<file path="config.mk">
export PLATFORM = sky130hd
export DESIGN_NAME = voxel_walker
export DESIGN_NICKNAME = d
export VERILOG_FILES = /design/src/rtl/vw_pkg.sv /design/src/rtl/vw_datapath.sv /design/src/rtl/vw_control.sv /design/src/rtl/voxel_walker.sv
export SDC_FILE = /design/constraint.sdc
export NUM_CORES = 1
export LEC_CHECK = 0
export ABC_AREA = 1
export BUFFER_PORTS_ARGS = -buffer_cell sky130_fd_sc_hd__buf_2
export CAP_MARGIN = 25
export CORE_MARGIN = 4
export CORE_UTILIZATION = 30
export DETAILED_ROUTE_END_ITERATION = 10
export REMOVE_ABC_BUFFERS = 1
export SLEW_MARGIN = 20
export SYNTH_ARGS = -nofsm -noshare
export SYNTH_HDL_FRONTEND = slang
export SYNTH_HIERARCHICAL = 1
export SYNTH_SLANG_ARGS = --single-unit
export TNS_END_PERCENT = 20
</file>
<file path="constraint.sdc">
create_clock -name clk -period 5.87 [get_ports clk]
set_input_delay 0.2935 -clock clk [delete_from_list [all_inputs] [get_ports clk]]
set_output_delay 0.2935 -clock clk [all_outputs]
set_load 0.01 [all_outputs]
</file>
<file path="src/rtl/vw_pkg.sv">
package vw_pkg;
  typedef struct packed {
    logic load;
    logic capPtr;
    logic doStep;
  } vwCtrl_t;

  typedef enum logic [2:0] {
    S_IDLE, S_QUERY, S_WAIT, S_HIT, S_PARK, S_MISS
  } vwState_t;
endpackage

</file>
<file path="src/rtl/vw_datapath.sv">
module vw_datapath
  import vw_pkg::*;
#(
  parameter int CW = 4,
  parameter int TW = 16,
  parameter int PW = 12,
  localparam int AW = 3 * CW,
  localparam int DW = CW + 1
) (
  input  logic                  clk,
  input  logic                  rstN,
  input  vwCtrl_t               ctrl,
  input  logic [2:0][CW-1:0]    cellIn,
  input  logic [2:0]            negIn,
  input  logic [2:0][TW-1:0]    tMaxIn,
  input  logic [2:0][TW-1:0]    tDeltaIn,
  input  logic [2:0][DW-1:0]    dimIn,
  input  logic [PW-1:0]         gridPtr,
  output logic [2:0][CW-1:0]    cellQ,
  output logic [AW-1:0]         linAddr,
  output logic [PW-1:0]         ptrQ,
  output logic                  ptrNull,
  output logic                  exitFlag
);
  localparam int LW = 4 * CW + 5;

  logic [2:0][TW-1:0] tMaxQ;
  logic [2:0][TW-1:0] tDeltaQ;
  logic [2:0][DW-1:0] dimQ;
  logic [2:0]         negQ;
  logic [2:0]         axisOh;
  logic [2:0]         atEdge;
  logic [LW-1:0]      linWide;

  // smallest boundary distance wins, ties resolved x > y > z
  always_comb begin
    axisOh = 3'b000;
    if (tMaxQ[0] <= tMaxQ[1] && tMaxQ[0] <= tMaxQ[2]) axisOh = 3'b001;
    else if (tMaxQ[1] <= tMaxQ[2])                    axisOh = 3'b010;
    else                                              axisOh = 3'b100;
  end

  assign exitFlag = |(axisOh & atEdge);
  assign ptrNull  = (gridPtr == '0);

  generate
    for (genvar a = 0; a < 3; a++) begin : g_axis
      assign atEdge[a] = negQ[a] ? (cellQ[a] == '0)
                                 : ({1'b0, cellQ[a]} == dimQ[a] - DW'(1));

      always_ff @(posedge clk or negedge rstN) begin
        if (!rstN) begin
          cellQ[a]   <= '0;
          tMaxQ[a]   <= '0;
          tDeltaQ[a] <= '0;
          dimQ[a]    <= '0;
          negQ[a]    <= 1'b0;
        end else if (ctrl.load) begin
          cellQ[a]   <= cellIn[a];
          tMaxQ[a]   <= tMaxIn[a];
          tDeltaQ[a] <= tDeltaIn[a];
          dimQ[a]    <= dimIn[a];
          negQ[a]    <= negIn[a];
        end else if (ctrl.doStep && axisOh[a] && !exitFlag) begin
          cellQ[a] <= negQ[a] ? cellQ[a] - CW'(1) : cellQ[a] + CW'(1);
          tMaxQ[a] <= tMaxQ[a] + tDeltaQ[a];
        end
      end
    end
  endgenerate

  always_ff @(posedge clk or negedge rstN) begin
    if (!rstN)            ptrQ <= '0;
    else if (ctrl.capPtr) ptrQ <= gridPtr;
  end

  assign linWide = LW'(cellQ[0]) + LW'(dimQ[0]) *
                   (LW'(cellQ[1]) + LW'(dimQ[1]) * LW'(cellQ[2]));
  assign linAddr = linWide[AW-1:0];
endmodule

</file>
<file path="src/rtl/vw_control.sv">
module vw_control
  import vw_pkg::*;
(
  input  logic    clk,
  input  logic    rstN,
  input  logic    rayValid,
  input  logic    hitReady,
  input  logic    resume,
  input  logic    ptrNull,
  input  logic    exitFlag,
  output vwCtrl_t ctrl,
  output logic    rayReady,
  output logic    gridRd,
  output logic    hitValid,
  output logic    rayMiss
);
  vwState_t state, stateNxt;

  always_comb begin
    ctrl     = '0;
    stateNxt = state;
    unique case (state)
      S_IDLE: if (rayValid) begin
        ctrl.load = 1'b1;
        stateNxt  = S_QUERY;
      end
      S_QUERY: stateNxt = S_WAIT;
      S_WAIT: begin
        ctrl.capPtr = 1'b1;
        if (!ptrNull) stateNxt = S_HIT;
        else begin
          ctrl.doStep = 1'b1;
          stateNxt    = exitFlag ? S_MISS : S_QUERY;
        end
      end
      S_HIT: if (hitReady) stateNxt = S_PARK;
      S_PARK: if (resume) begin
        ctrl.doStep = 1'b1;
        stateNxt    = exitFlag ? S_MISS : S_QUERY;
      end
      S_MISS: stateNxt = S_IDLE;
      default: stateNxt = S_IDLE;
    endcase
  end

  always_ff @(posedge clk or negedge rstN) begin
    if (!rstN) state <= S_IDLE;
    else       state <= stateNxt;
  end

  assign rayReady = (state == S_IDLE);
  assign gridRd   = (state == S_QUERY);
  assign hitValid = (state == S_HIT);
  assign rayMiss  = (state == S_MISS);
endmodule

</file>
<file path="src/rtl/voxel_walker.sv">
module voxel_walker
  import vw_pkg::*;
#(
  parameter int CW = 4,
  parameter int TW = 16,
  parameter int PW = 12,
  localparam int AW = 3 * CW
) (
  input  logic          clk,
  input  logic          rstN,
  input  logic          rayValid,
  output logic          rayReady,
  input  logic [CW-1:0] originX,
  input  logic [CW-1:0] originY,
  input  logic [CW-1:0] originZ,
  input  logic [2:0]    stepNeg,
  input  logic [TW-1:0] tMaxX,
  input  logic [TW-1:0] tMaxY,
  input  logic [TW-1:0] tMaxZ,
  input  logic [TW-1:0] tDeltaX,
  input  logic [TW-1:0] tDeltaY,
  input  logic [TW-1:0] tDeltaZ,
  input  logic [CW:0]   dimX,
  input  logic [CW:0]   dimY,
  input  logic [CW:0]   dimZ,
  output logic          gridRd,
  output logic [AW-1:0] gridAddr,
  input  logic [PW-1:0] gridPtr,
  output logic          hitValid,
  input  logic          hitReady,
  output logic [CW-1:0] hitX,
  output logic [CW-1:0] hitY,
  output logic [CW-1:0] hitZ,
  output logic [AW-1:0] hitAddr,
  output logic [PW-1:0] hitPtr,
  input  logic          resume,
  output logic          rayMiss
);
  vwCtrl_t            ctrl;
  logic [2:0][CW-1:0] cellQ;
  logic [AW-1:0]      linAddr;
  logic               ptrNull;
  logic               exitFlag;

  vw_datapath #(.CW(CW), .TW(TW), .PW(PW)) u_dp (
    .clk      (clk),
    .rstN     (rstN),
    .ctrl     (ctrl),
    .cellIn   ({originZ, originY, originX}),
    .negIn    (stepNeg),
    .tMaxIn   ({tMaxZ, tMaxY, tMaxX}),
    .tDeltaIn ({tDeltaZ, tDeltaY, tDeltaX}),
    .dimIn    ({dimZ, dimY, dimX}),
    .gridPtr  (gridPtr),
    .cellQ    (cellQ),
    .linAddr  (linAddr),
    .ptrQ     (hitPtr),
    .ptrNull  (ptrNull),
    .exitFlag (exitFlag)
  );

  vw_control u_ctl (
    .clk      (clk),
    .rstN     (rstN),
    .rayValid (rayValid),
    .hitReady (hitReady),
    .resume   (resume),
    .ptrNull  (ptrNull),
    .exitFlag (exitFlag),
    .ctrl     (ctrl),
    .rayReady (rayReady),
    .gridRd   (gridRd),
    .hitValid (hitValid),
    .rayMiss  (rayMiss)
  );

  assign gridAddr = linAddr;
  assign hitAddr  = linAddr;
  assign hitX     = cellQ[0];
  assign hitY     = cellQ[1];
  assign hitZ     = cellQ[2];
endmodule

</file>
==> results.py <==
metrics = {
    "status": {
        "outcome": "finished with violations",
        "violations": "setup timing",
    },
    "critical_path": {
        "cp_max_fo": 5,
        "rrSetupSlack_ns": 2.42,
        "crit_required_ns": 5.58,
        "critPathKind": "flip-flop to primary output",
        "start_kind": "flip-flop",
        "cp-end-kind": "primary output",
        "r2r-start": "u_dp/tMaxQ[47]$_DFFE_PN0P_",
        "max_stage_delay_ns": 0.57,
        "cp.arrival_ns": 6.16,
        "worstReg2RegEnd": "u_dp/tMaxQ[11]$_DFFE_PN0P_",
        "rr_worst_depth": 14,
        "worst_path_max_delay_cell": "fa_1",
    },
    "job": {
        "max_cap_violations": 0,
    },
    "place": {
        "hpwlAfterDp_um": 27000,
        "gp_congestion": 0.884,
        "port_buffers": 194,
    },
    "sta": {
        "slew_violations": 0,
        "finalSetupViolCount": 14,
        "achievable-frequency_ghz": 0.155,
        "rsz0062_at_grt": "true",
        "worstMarginPinSlew_ns": 0.810,
        "skew_ns": 0.0120,
        "min_period_ns": 6.45,
        "setup_ws_ns": -0.580,
        "hold_viol": 0,
        "finalCritPeriodShare_pct": 110,
        "relSlewSlack_pct": 46.0,
    },
    "grt": {
        "grtUsageTotal_pct": 15.5,
        "gr-total-overflow": 0,
        "grt_pass1_wl_um": 57500,
        "grt_pass1_vias": 11600,
        "grt_antenna_before_repair": 1,
        "grt_max_degree": 110,
    },
    "routing": {
        "drtIter0Drc": 493,
        "routed_wl_um": 35400,
        "num_vias": 11500,
        "drt_pass1_iterations": 5,
        "drc": 0,
        "wl_per_cell_um": 14.3,
        "viasPerCell": 4.65,
        "antenna_left": 0,
    },
    "cells_and_area": {
        "fin_util_pct": 37.4,
        "area_growth_pct": 22.7,
        "n_fill_cell": 4333,
        "nNetsFinal": 2250,
        "final_cell_mix": "551 x nand2_1, 208 x inv_1, 193 x buf_2, 141 x dfrtp_1, 134 x ha_1",
        "final_common_cell": "nand2_1",
        "drive_gt1_share_pct": 20.7,
    },
    "worst_hold_path": {
        "whs_path_depth": 3,
        "min_to": "u_dp/tDeltaQ[21]$_DFFE_PN0P_",
        "worstHoldPathType": "input port to flip-flop",
        "worstHoldStart": "tDeltaY[5]",
    },
    "yosys": {
        "ys.warnings.count": 6,
        "async_reset_ff_share_pct": 100,
        "yosys.cell_types.count": 40,
        "yosys_most_used_dff": "dfrtp_1",
        "synth_cells": 1709,
        "ys_ff_latch": 141,
        "yosysSeqAreaShare_pct": 28.1,
        "synth_edf_count": 0,
        "syn_area_um2": 12500,
        "avgSynthCellArea_um2": 7.34,
    },
    "floorplanning": {
        "die-area_um2": 45100,
        "rows": 74,
        "die_w_um": 212,
        "io-pin-count": 195,
        "core_area_um2": 41100,
        "start_util_pct": 30.5,
        "die_y_um": 212,
    },
    "clocking": {
        "cts_tree": "yes",
        "clk_path_buf_depth": 2,
        "cts-root-buf": "clkbuf_16",
        "numCtsBuffers": 17,
        "clkSinkCount": 141,
        "cts_max_level": 4,
        "clk_latency_ns": 0.43,
        "clkTransAtPathRegs_ns": 0.07,
    },
}
==> sequential cells by signal (all words and copies together), names as in the netlist <==
| signal | flops |
|---|---|
| u_dp/tDeltaQ | 48 |
| u_dp/tMaxQ | 48 |
| u_dp/dimQ | 15 |
| u_dp/cellQ | 12 |
| u_dp/ptrQ | 12 |
| u_ctl/state | 3 |
| u_dp/negQ | 3 |
==> kinds of logic after synthesis <==
group / after synthesis / share of synthesized area [%]
simple gates: 808 / 26.5
buf+inv: 296 / 9.77
compound gates: 198 / 8.77
fa+ha+maj: 185 / 20.9
flops: 141 / 28.1
xor+xnor: 69 / 4.82
mux: 12 / 1.08
==> cells in the mapped netlist, types with 16 or more instances <==
cell type | number | area, um^2
a21o_1 | 16 | 120
a21oi_1 | 70 | 350
buf_4 | 22 | 165
clkbuf_1 | 28 | 105
dfrtp_1 | 141 | 3530
fa_1 | 41 | 821
ha_1 | 144 | 1800
inv_1 | 223 | 837
nand2_1 | 563 | 2110
nand3_1 | 127 | 636
nor2_1 | 75 | 282
o21ai_0 | 77 | 385
xnor2_1 | 29 | 254
xor2_1 | 40 | 350
==> metal layers <==
layer	vias to the layer above	wire length (um)	part of all wire (%)	GRT usage, %
met3	17	1510	4.3	2.88
met2	220	17400	49	27.2
met1	5379	16200	46	20.2
met5	-	0	0	0
met4	0	302	0.85	2.89
li1	5858	-	-	-
==> final cells by class <==
type | count | area [um^2] | share of cell area [%]
Multi-Input combinational cell | 1272 | 8220 | 53.4
Antenna cell | 1 | 2.50 | 0.0163
Clock buffer | 18 | 439 | 2.85
Timing Repair Buffer | 258 | 1530 | 9.93
Sequential cell | 141 | 3530 | 22.9
Clock inverter | 14 | 138 | 0.894
Tap cell | 532 | 666 | 4.32
Inverter | 232 | 873 | 5.67
==> worst max-delay path: cells and delay by family (launching register included) <==
kind,cells,cell delay [ns]
flip-flops,1,0.38
AO/OA/AOI/OAI,5,0.66
buffers and inverters,6,0.47
XOR/XNOR,1,0.20
adder cells (fa/ha/maj),8,3.32
AND/OR/NAND/NOR,8,0.69
==> worst max-delay path by stage <==
stage | from | to | cells after the start
final | u_dp/cellQ[11]$_DFFE_PN0P_ | hitAddr[11] | 28
after global routing | u_dp/cellQ[11]$_DFFE_PN0P_ | gridAddr[11] | 28
after CTS | u_dp/dimQ[7]$_DFFE_PN0P_ | hitAddr[10] | 29
after detailed placement | u_dp/cellQ[11]$_DFFE_PN0P_ | gridAddr[11] | 27
after global placement | u_dp/dimQ[5]$_DFFE_PN0P_ | hitAddr[11] | 27
after floorplan | u_ctl/state[1]$_DFFE_PN0P_ | u_dp/cellQ[2]$_DFFE_PN0P_ | 7
==> per-stage QoR <==
step                      hold WS, ns  setup slack (ns)  cells  TNS (ns)  instance area (um^2)
after detailed placement        0.418            -0.596   2417     -4.67                 14200
final                          0.0555            -0.580   2468     -5.46                 15400
after floorplan              -0.00209             -4.16   1645   -415.73                 12200
after global routing           0.0293            -0.876   2468     -8.39                 15400
after CTS                      0.0247            -0.697   2455     -6.57                 15000
after global placement          0.419            -0.580   2417     -3.96                 14200
==> timing repair <==
item,in CTS,in global routing
endpoints found under the setup margin,16,16
endpoints found under the hold margin,82,0
buffers inserted,5,11
resized for setup,44,60
pin swaps,28,32
hold buffers,1,0
Power is not shown: default switching activity piles up to over one toggle a cycle in this logic, so the estimate is an artifact.
